## src/rtl/i2c_word_master.sv

```systemverilog
module i2c_word_master #(
  parameter int DIV_W = 8,
  parameter int FIFO_DEPTH = 4
) (
  input  logic             clk,
  input  logic             rst_n,
  input  logic [DIV_W-1:0] clk_div,
  input  logic [1:0]       word_len,
  input  logic             req_en,
  input  logic             irq_en,
  input  logic             tx_wr,
  input  logic [23:0]      tx_data,
  input  logic             idle_req,
  input  logic             rx_rd,
  output logic [23:0]      rx_data,
  output logic             rx_ne,
  output logic             tx_empty,
  output logic             bus_err,
  output logic             irq,
  output logic             idle,
  output logic             scl_low,
  output logic             sda_low,
  input  logic             sda_in,
  input  logic             req_in
);
  localparam int PW = (FIFO_DEPTH > 1) ? $clog2(FIFO_DEPTH) : 1;
  localparam int CW = $clog2(FIFO_DEPTH + 1);

  typedef enum logic [1:0] {S_IDLE, S_START, S_XFER, S_STOP} st_t;
  typedef enum logic [1:0] {M_ADDR, M_TX, M_RX} md_t;

  st_t             st;
  md_t             md;
  logic [1:0]      ph;
  logic [3:0]      bitn;
  logic [1:0]      bidx;
  logic [23:0]     sw;
  logic [23:0]     txh;
  logic            txv, rw, ackin, term, armed;
  logic [DIV_W-1:0] div_cnt;
  logic [23:0]     mem [FIFO_DEPTH];
  logic [PW-1:0]   wp, rp;
  logic [CW-1:0]   cnt;
  logic [23:0]     rx_word;
  logic [1:0]      nb_m1;

  assign nb_m1 = (word_len == 2'd1) ? 2'd1 : (word_len == 2'd2) ? 2'd2 : 2'd0;

  wire tick     = (div_cnt == clk_div);
  wire last_b   = (bidx == nb_m1);
  wire word_end = (md == M_ADDR) || last_b;
  wire req_hold = req_en && !req_in;
  wire full     = (cnt == CW'(FIFO_DEPTH));
  wire rx_nack  = (md == M_RX) && armed && last_b;
  wire ack_slot = (st == S_XFER) && (bitn == 4'd8);
  wire push     = ack_slot && (md == M_RX) && (ph == 2'd0) && tick && last_b && !full;
  wire pop      = rx_rd && rx_ne;

  always_comb begin
    case (word_len)
      2'd1:    rx_word = {sw[15:0], 8'h00};
      2'd2:    rx_word = sw;
      default: rx_word = {sw[7:0], 16'h0000};
    endcase
  end

  assign idle     = (st == S_IDLE);
  assign tx_empty = !txv;
  assign irq      = bus_err && irq_en;
  assign rx_ne    = (cnt != '0);
  assign rx_data  = mem[rp];

  assign scl_low = ((st == S_START) && (ph == 2'd3)) ||
                   ((st == S_XFER) && ((ph == 2'd0) || (ph == 2'd3))) ||
                   ((st == S_STOP) && (ph == 2'd0));

  always_comb begin
    case (st)
      S_START: sda_low = (ph != 2'd0);
      S_STOP:  sda_low = (ph < 2'd2);
      S_XFER:  sda_low = (bitn == 4'd8) ? ((md == M_RX) && !rx_nack)
                                        : ((md != M_RX) && !sw[23]);
      default: sda_low = 1'b0;
    endcase
  end

  always_ff @(posedge clk or negedge rst_n) begin
    if (!rst_n) begin
      st <= S_IDLE; md <= M_ADDR; ph <= '0; bitn <= '0; bidx <= '0;
      sw <= '0; txh <= '0; txv <= 1'b0; rw <= 1'b0; ackin <= 1'b0;
      term <= 1'b0; armed <= 1'b0; div_cnt <= '0; bus_err <= 1'b0;
    end else begin
      div_cnt <= (st == S_IDLE || tick) ? '0 : div_cnt + 1'b1;

      if (tick) begin
        case (st)
          S_START: begin
            if (ph == 2'd3) begin
              st <= S_XFER; ph <= '0; bitn <= '0;
            end else ph <= ph + 2'd1;
          end
          S_STOP: begin
            if (ph == 2'd3) begin
              st <= S_IDLE; term <= 1'b0; armed <= 1'b0;
            end else ph <= ph + 2'd1;
          end
          S_XFER: begin
            case (ph)
              2'd0: if (!(bitn == 4'd8 && md == M_RX && last_b && full)) ph <= 2'd1;
              2'd1: begin
                ph <= 2'd2;
                if (bitn == 4'd8) ackin <= sda_in;
                else if (md == M_RX) sw <= {sw[22:0], sda_in};
              end
              2'd2: ph <= 2'd3;
              default: begin
                if (bitn != 4'd8) begin
                  bitn <= bitn + 4'd1; ph <= '0;
                  if (md != M_RX) sw <= {sw[22:0], 1'b0};
                end else if (md != M_RX && ackin) begin
                  bus_err <= 1'b1; st <= S_STOP; ph <= '0;
                end else if (rx_nack) begin
                  st <= S_STOP; ph <= '0;
                end else if (!word_end) begin
                  bidx <= bidx + 2'd1; bitn <= '0; ph <= '0;
                end else if (md == M_RX || rw) begin
                  if (!req_hold) begin
                    md <= M_RX; bidx <= '0; bitn <= '0; ph <= '0; armed <= term;
                  end
                end else if (txv) begin
                  if (!req_hold) begin
                    md <= M_TX; sw <= txh; txv <= 1'b0;
                    bidx <= '0; bitn <= '0; ph <= '0; armed <= term;
                  end
                end else if (term) begin
                  st <= S_STOP; ph <= '0;
                end
              end
            endcase
          end
          default: ;
        endcase
      end

      if (tx_wr) begin
        if (st == S_IDLE) begin
          st <= S_START; md <= M_ADDR; ph <= '0; bitn <= '0; bidx <= '0;
          sw <= {tx_data[23:16], 16'h0000}; rw <= tx_data[16];
          bus_err <= 1'b0; term <= 1'b0; armed <= 1'b0; div_cnt <= '0;
        end else begin
          txh <= tx_data; txv <= 1'b1;
        end
      end
      if (idle_req && st != S_IDLE) term <= 1'b1;
    end
  end

  always_ff @(posedge clk or negedge rst_n) begin
    if (!rst_n) begin
      wp <= '0; rp <= '0; cnt <= '0;
    end else begin
      if (push) begin
        mem[wp] <= rx_word;
        wp <= (wp == PW'(FIFO_DEPTH - 1)) ? '0 : wp + 1'b1;
      end
      if (pop) rp <= (rp == PW'(FIFO_DEPTH - 1)) ? '0 : rp + 1'b1;
      cnt <= cnt + CW'(push) - CW'(pop);
    end
  end
endmodule

```

## config.mk

```make
export PLATFORM = sky130hd
export DESIGN_NAME = i2c_word_master
export DESIGN_NICKNAME = d
export VERILOG_FILES = /design/src/rtl/i2c_word_master.sv
export SDC_FILE = /design/constraint.sdc
export NUM_CORES = 1
export LEC_CHECK = 0
export ABC_AREA = 1
export BUFFER_PORTS_ARGS = -buffer_cell sky130_fd_sc_hd__clkbuf_2
export CORE_ASPECT_RATIO = 0.5
export CORE_MARGIN = 1.5
export CORE_UTILIZATION = 40
export CTS_CLUSTER_DIAMETER = 120
export DETAILED_ROUTE_END_ITERATION = 8
export PLACE_DENSITY = 0.6
export SLEW_MARGIN = 20
export SYNTH_ARGS = -nofsm -noshare
export SYNTH_HDL_FRONTEND = slang
export SYNTH_SLANG_ARGS = --single-unit
```

## constraint.sdc

```tcl
create_clock -name clk -period 3.2 [get_ports clk]
set_clock_uncertainty 0.05 [all_clocks]
set_input_delay 0.64 -clock clk [delete_from_list [all_inputs] [get_ports clk]]
set_output_delay 0.64 -clock clk [all_outputs]
set_load 0.05 [all_outputs]
```

Word-level counts from Yosys, hierarchy flattened:

Memories as Yosys holds them, arrays and structs flattened.
Index checks and enable logic that the tools add are counted.

* word-level logic and storage cells: 222
* output and inout port bits: 31
* register bits after elaboration: 81
* memories kept: 1
* bits in writable memories: 96

Memories
* mem: depth 4, bits a word 24, rd ports 1, clocked after memory_dff 0, wr ports 1, line 41 `logic [23:0] mem [FIFO_DEPTH];`

* equality and inequality tests: 17
* reduce and logical (&&, ||, !) cells: 44
* $lt $le $gt $ge: 1
* bitwise logic cells: 1
* mux-type cells: 133
* $add $sub $neg: 8

Operator list (count)
* $mux W24: 14
* $mux W2: 56
* $pmux W24 S2: 2
* $mux W4: 12
* $mux W1: 40
* $mux W8: 3
* $logic_and A1 B1 Y1: 22
* $pmux W2 S3: 3
* $eq A2 B2 Y1 const B: 8
* $add A2 B1 Y2 const B: 4
* $add A8 B1 Y8 const B: 1
* $eq A8 B8 Y1: 1
* $pmux W4 S2: 1
* $eq A2 B1 Y1 const B: 3
* $logic_not A2 Y1: 3
* $logic_or A1 B1 Y1: 6
* $logic_not A1 Y1: 5
* $add A4 B1 Y4 const B: 1
* $eq A4 B4 Y1 const B: 1
* $ne A4 B4 Y1 const B: 1
* $reduce_and A2 Y1: 2
* $reduce_and A4 Y1: 1
* $reduce_bool A2 Y1: 2
* $add A3 B1 Y3: 1
* other kinds (11): 11

Depth between registers and ports, before layout:

Gate-level depths: netlist of run 1.

* depth after elaboration: 14
* depth in mapped cells: 15
* mapped depth without buffers: 15

Least setup slack after synthesis of run 1:

No wires, ideal clock.

* path kind: input to register
* from: input clk_div[7]
* to: memory mem[3][0], enable pin
* stages on the path: 7
* path buffers: 1
* setup time: 0.405 ns
* setup slack: 0.110 ns
* arrival time: 2.635 ns
* data required time: 2.745 ns
* cell sequence: xor2_1 > nor3_1 > nand3_1 > inv_2 > buf_4 > nand3_1 > nor2_1

* longest elaborated chain between the ends: 7

RTL lines
* from (decl): line 7 `input logic [DIV_W-1:0] clk_div,`
* $eq A8 B8 Y1: line 49 `wire tick = (div_cnt == clk_div);`
* $logic_and A1 B1 Y1 (3 in series): line 56 `wire push = ack_slot && (md == M_RX) && (ph == 2'd0) && tick && last_b && !full;`
* $mux W1: line 162 `if (push) begin`
* $logic_and A1 B1 Y1 (not written as such): line 163 `mem[wp] <= rx_word;`
* $mux W1 (not written as such): line 163
* to (decl): line 41

Every way passes these cells.

Final worst setup path of run 1:

* from: input word_len[0]
* to: output sda_low

* longest elaborated chain between the ends: 9
* elaborated cells between the ends (all ways): 10
* those cells by class: 3 x eq/ne; 4 x mux; 3 x reduce/logical

RTL lines
* from (decl): line 8 `input logic [1:0] word_len,`
* $eq A2 B2 Y1: line 47 `assign nb_m1 = (word_len == 2'd1) ? 2'd1 : (word_len == 2'd2) ? 2'd2 : 2'd0;`
* $mux W2: line 47
* $mux W2 *: line 47
* $eq A2 B2 Y1 *: line 50 `wire last_b = (bidx == nb_m1);`
* $logic_and A1 B1 Y1 *: line 54 `wire rx_nack = (md == M_RX) && armed && last_b;`
* $logic_not A1 Y1 *: line 81 `S_XFER: sda_low = (bitn == 4'd8) ? ((md == M_RX) && !rx_nack)`
* $logic_and A1 B1 Y1 *: line 81
* $mux W1 *: line 81
* $pmux W1 S3 *: line 78 `case (st)`
* to (decl): line 22 `output logic sda_low,`

Every way passes the cells marked *; elsewhere a longest branch is shown, timed or not.

==> impl_results.md, run 1 <==
- Worst skew pair latency: 440 ps
- CP Launch Type: primary input
- Post-synth top area share: 30.2%
- Commonest non-fill, non-tap cell in the layout: nand2_1
- P&R area growth vs syn: 13.8%
- Slew headroom: 52.5%
- Final Setup Violations: 0
- Most area-hungry cell type in the Yosys netlist: edfxtp_1
- EDFF count, synth: 96
- Worst min path class: primary input to async pin
- First-pass GRT wire length: 41000 um
- Initial antenna violation count: 1
- Post-layout min period: 2990 ps
- Syn Std Cell Area: 9550 sq um
- Clock transition at the registers of the reported paths: 70 ps
- Commonest non-fill, non-tap cells in the layout: nand2_1 (181), o21ai_0 (130), nor2_1 (111), a21oi_1 (96), edfxtp_1 (96)
- Die H: 112 um
- Mean post-synth cell area: 8.81 sq um
- Largest net degree at the start of global routing: 52
- Crit Path Max Fanout: 5
- Dominant cells by area after synthesis: edfxtp_1 (30%), dfrtp_1 (21%), nand2_1 (7.1%)
- Ratio of cells with drive above 1 in the final layout: 15.6%
- Unrepaired setup endpoints after global routing: no
- Vias per cell: 5.47
- Num CTS Buffers: 17
- Antenna-violating nets left: 0
- CTS root buffer: clkbuf_16
- Max-Cap Viols: 0
- Synth cell types: 45
- Final core utilization: 47.0%
- Final wirelength: 25700 um
- Die X: 222 um
- Hold Buf Count CTS: 0
- Slew Limit Fails: 0
- Post-synthesis sequential area ratio: 51.4%
- Post-cts resize count: 0
- FF+latch count, synth: 177
- Fin. Hold Viols: 0
- Number of setup buffers added after CTS: 0
- Worst-Margin Slew: 713 ps
- Maximum vdd ir drop: 309 uV
- TNS Setup: 0 ps
- Worst EP required: 2510 ps
- Critical path class: primary input to primary output
- Leak Pwr: 4.37 nW
- Post-DP HPWL: 17400 um
- Nets: 1212
- Synth Net Count: 1150
- Clock buffer depth: 2
- DRT Pass-1 Iters: 5
- CTS tree: built
- # IOs: 74
- Post-synth ARST share: 45.8%
- Highest Clock Rate: 0.335 GHz
- DR DRC count: 0
- Synthesis Warnings: 0
- Vias in the first global route: 7345
- DR vias: 8033
- WL per Instance: 17.5 um
- CORE AREA: 23100 sq um
- # clock sinks: 177
- CP Capture Type: primary output
- Die Area: 24900 sq um
- Pwr/cell area: 672 nW/um^2
- Synth Instances: 1085
- Ys flop type: edfxtp_1
- Effective utilization at floorplan: 41.3%
- Fill cell count: 2205
- Worst endpoint data arrival time: 2300 ps
- Status: finished clean
- Routability-driven placement congestion ratio: 0.864
- Std cell rows: 39
- H-Tree Depth: 4
- Grt total ovfl: 0
- Port Buffer Count: 73
- First DRT Iteration DRCs: 836
- Period utilisation layout: 93.3%
- GRT Total Usage: 21.2%
[critical path: stages]
cell      delay, ps
clkbuf_2        110
inv_1            90
ha_1            200
inv_1            70
nand2_1          60
nand2_1          80
nand3_2         150
inv_1            80
o21ai_0         210
nand3_1         110
a31oi_1         190
clkbuf_2        310
[sequential cells by signal, indices dropped and copies added, names as in the netlist]
register / count
txh: 24
ackin: 1
wp: 2
md: 2
div_cnt: 8
st: 2
bitn: 4
armed: 1
mem: 96
term: 1
cnt: 3
rp: 2
sw: 24
txv: 1
bus_err: 1
ph: 2
bidx: 2
rw: 1
[report_power, final]
part	leakage, nW	switching, mW	internal, mW
Combinational	2.27	1.90	0.676
Clock	0.276	0.968	1.10
Sequential	1.82	0.134	2.52
[per-stage QoR]
step	instance area (sq um)	worst slack (ps)	total power [mW]	std cells	hold WS, ps
2_1_floorplan	9550	110	4.56	1085	294
3_3_place_gp	10300	190	5.24	1435	404
3_5_place_dp	10300	81.9	5.29	1435	414
4_1_cts	10900	286	7.34	1467	230
5_1_grt	10900	106	7.69	1468	251
6_report	10900	213	7.30	1468	226
[final timing paths]
| kind | start | end | slack [ps] | cells after the start |
|---|---|---|---|---|
| setup / recovery | word_len[0] | sda_low | 210 | 12 |
| min in group clk | idle_req | term$_DFF_PN0_ | 370 | 3 |
| max in group asynchronous | rst_n | sw[7]$_DFF_PN0_ | 2280 | 2 |
| hold / removal | rst_n | md[1]$_DFF_PN0_ | 230 | 2 |
| setup reg to reg | bitn[0]$_DFF_PN0_ | cnt[2]$_DFF_PN0_ | 370 | 12 |
| hold reg to reg | txv$_DFF_PN0_ | txv$_DFF_PN0_ | 430 | 2 |
[cells in the mapped netlist (2+ instances only)]
| cell | number |
|---|---|
| nor2_2 | 2 |
| o21ai_0 | 130 |
| nor2_4 | 2 |
| mux2_2 | 16 |
| inv_2 | 8 |
| o221ai_1 | 8 |
| dfrtp_1 | 81 |
| nor3b_1 | 3 |
| o22ai_1 | 36 |
| xnor2_1 | 4 |
| a21boi_0 | 2 |
| ha_1 | 21 |
| nand3_1 | 61 |
| nor3_1 | 12 |
| clkbuf_1 | 35 |
| nand2_4 | 3 |
| buf_1 | 2 |
| nand4_1 | 3 |
| o211ai_1 | 2 |
| nand3_2 | 3 |
| nor2_1 | 115 |
| clkinv_1 | 2 |
| o21ai_1 | 10 |
| nand2_1 | 181 |
| a21oi_1 | 96 |
| a22oi_1 | 15 |
| a31oi_1 | 3 |
| buf_2 | 10 |
| inv_1 | 89 |
| a21oi_2 | 8 |
| buf_4 | 3 |
| buf_6 | 5 |
| edfxtp_1 | 96 |
| xor2_1 | 7 |
[routing by layer]
layer	track usage [%]	vias up	share of wire, %
li1	-	3866	-
met1	32.2	3893	50
met2	30.7	260	43
met3	4.45	14	7.0
met4	4.93	0	0.77
met5	0	-	0
[cell type report]
class	instances	area [sq um]	area share, %
inverters	99	372	3.42
flip-flops and latches	177	4910	45.2
diodes	1	2.50	0.0230
repair buffers	98	606	5.57
multi-input cells	754	4020	36.9
clock buffers	18	429	3.95
clock inverters	14	151	1.39
well taps	307	384	3.53
[logic make-up (layout without fill, tap and decap cells)]
family                   after synthesis  after routing  share of synthesized area [%]
buffers and inverters                154            229                           6.69
AO/OA/AOI/OAI                        313            313                           18.1
XOR/XNOR                              12             12                           1.18
other                                  0              1                              0
AND/OR/NAND/NOR                      391            391                           17.8
adder cells (fa/ha/maj)               22             22                           2.96
flip-flops                           177            177                           51.4
multiplexers                          16             16                           1.89
No activity file was read; power rests on OpenSTA's default activity.
==> run 2: changes to the inputs <==
Settings changed: CORE_ASPECT_RATIO 0.5 to 1.75.
==> run 2 against run 1 <==
Against the previous run:
- via count decreased by 2.1%
- register-to-register slack improved by 110 ps
- sequential share of layout area increased by 0.10 points
- critical endpoint unchanged
- global-route usage decreased by 0.19 points
- clock power decreased by 6%
- die area about the same
- hold slack got worse by 29 ps
- routed wire length decreased by 2.4%
- combinational power decreased by 2%
- sequential power about the same
- worst setup slack improved by 28 ps
- critical path depth decreased by 1
==> impl_results.md, run 2 (synthesis results as in run 1) <==
- First-pass GRT wire length: 40500 um
- Num CTS Buffers: 17
- Worst min path class: primary input to async pin
- TNS Setup: 0 ps
- Final Setup Violations: 0
- Non-Filler Instances: 1465
- CORE AREA: 23400 sq um
- Ant. Diodes: 0
- Biggest regs: mem (96), sw (24), txh (24)
- Die Area: 24900 sq um
- H-Tree Depth: 4
- Vias per cell: 5.37
- NetSw: 2.88 mW
- DRT Pass-1 Iters: 5
- Worst endpoint data arrival time: 2270 ps
- # IOs: 74
- Combinational Power Share: 35.5%
- Hold Buf Count CTS: 0
- Worst skew pair latency: 450 ps
- Register share of total power: 37.3%
- Post-DP Area: 10300 sq um
- Port Buffer Count: 73
- First DRT Iteration DRCs: 681
- Std cell rows: 74
- Final instance area: 10800 sq um
- Crit Path Max Fanout: 5
- # clock sinks: 177
- Clock transition at the registers of the reported paths: 60 ps
- Tightest hold margin: 197 ps
- Commonest non-fill, non-tap cell in the layout: nand2_1
- DP Cell Count: 1433
- Sw frac: 40.4%
- Clock share of power: 27.2%
- Slew headroom: 56.8%
- Number of setup buffers added after CTS: 0
- FF-to-FF path depth: 12
- Max reg flops: 96
- Worst-Margin Slew: 647 ps
- Max-Cap Viols: 0
- Reg2reg start: bitn[0]$_DFF_PN0_
- Post-layout min period: 2960 ps
- Status: finished clean
- GRT Total Usage: 21.0%
- CP Capture Type: primary output
- Slowest CP cell: clkbuf_2
- Routability-driven placement congestion ratio: 0.879
- Leak Pwr: 4.37 nW
- Die H: 207 um
- Nets: 1213
- Ratio of cells with drive above 1 in the final layout: 15.3%
- CP Launch Type: primary input
- CP delay by family, top: buffers and inverters
- CP cell instances: clkbuf_2 > inv_1 > ha_1 > buf_4 > xnor2_2 > nand3_2 > inv_1 > o21ai_0 > nand3_1 > a31oi_1 > clkbuf_2
- WL per Instance: 17.1 um
- Post-DP HPWL: 17300 um
- Vias in the first global route: 7733
- DR DRC count: 0
- Final core utilization: 46.3%
- Setup crit end: sda_low
- Antenna-violating nets left: 0
- Largest Register: mem
- R2R setup slack: 480 ps
- CTS root buffer: clkbuf_16
- Largest net degree at the start of global routing: 82
- Worst EP required: 2510 ps
- Slew Limit Fails: 0
- Unrepaired setup endpoints after global routing: no
- Commonest non-fill, non-tap cells in the layout: nand2_1 (181), o21ai_0 (130), nor2_1 (111), a21oi_1 (96), edfxtp_1 (96)
- Effective utilization at floorplan: 40.8%
- Fin. Hold Viols: 0
- Highest Clock Rate: 0.338 GHz
- Clock buffer depth: 2
- Fill cell count: 2260
- Crit-path max cell delay: 310 ps
- Initial antenna violation count: 0
- CTS tree: built
- DR vias: 7866
- Maximum vdd ir drop: 278 uV
- Levels on crit path: 11
- Grt total ovfl: 0
- Reg2reg end: cnt[2]$_DFF_PN0_
- CP bufs+invs: 5
- P&R area growth vs syn: 13.5%
- Critical path class: primary input to primary output
- Critical path origin: word_len[1]
- Pwr/cell area: 657 nW/um^2
- Die X: 120 um
- Final wirelength: 25100 um
- Int Pwr: 4.25 mW
- Post-cts resize count: 0
- Period utilisation layout: 92.5%
-- run 2: changes by cell type in the layout (fill, tap and decap cells not counted), moves of 2 or more --
cell / delta
clkinvlp_4: -3
clkinv_2: +2
inv_8: -3
clkinv_1: +5
-- run 2: worst min-delay path by stage --
stage,to,cells past startpoint,slack (ps),start
floorplan,ackin$_DFFE_PN0P_,0,290,rst_n
global placement,txv$_DFF_PN0_,2,410,txv$_DFF_PN0_
detailed placement,txv$_DFF_PN0_,2,410,txv$_DFF_PN0_
CTS,st[0]$_DFF_PN0_,2,220,rst_n
global route,term$_DFF_PN0_,2,230,rst_n
finish,wp[1]$_DFFE_PN0P_,2,200,rst_n
-- run 2: worst register-to-register path, stage by stage, from the launching register on --
cell and delay, ps:
dfrtp_1 400, inv_1 110, ha_1 170, nand3_2 150, inv_2 190, nand3_1 140, nor3_1 210, nand2_1 110
ha_1 280, inv_1 40, ha_1 180, fa_1 400, xor2_1 170
-- run 2: power by group through the flow --
stage | logic (mW) | registers, mW | clock network (mW)
after floorplan | 1.89 | 2.67 | 0
after global placement | 2.53 | 2.70 | 0
after detailed placement | 2.56 | 2.70 | 0
after CTS | 2.56 | 2.65 | 1.99
after global routing | 2.79 | 2.67 | 2.06
final | 2.53 | 2.66 | 1.94
-- run 2: final cells by class --
| type | count | area, sq um | share of cell area, % |
|---|---|---|---|
| clock inverters | 15 | 116 | 1.07 |
| clock buffers | 17 | 425 | 3.92 |
| repair buffers | 99 | 626 | 5.77 |
| multi-input cells | 754 | 4020 | 37.0 |
| flip-flops and latches | 177 | 4910 | 45.3 |
| well taps | 304 | 380 | 3.51 |
| inverters | 99 | 372 | 3.43 |
-- run 2: metal layers --
layer / up-vias / global-route usage, % / routed length (um) / share of wire (%)
met5: - / 0 / 0 / 0
met4: 0 / 9.98 / 841 / 3.4
met3: 48 / 3.35 / 820 / 3.3
met2: 169 / 38.0 / 13500 / 54
met1: 3777 / 23.7 / 9870 / 39
li1: 3872 / - / - / -
-- run 2: stage by stage --
step	setup WS (ps)	power (mW)
after floorplan	110	4.56
after global placement	223	5.23
after detailed placement	179	5.26
after CTS	203	7.20
after global routing	134	7.53
final	241	7.13
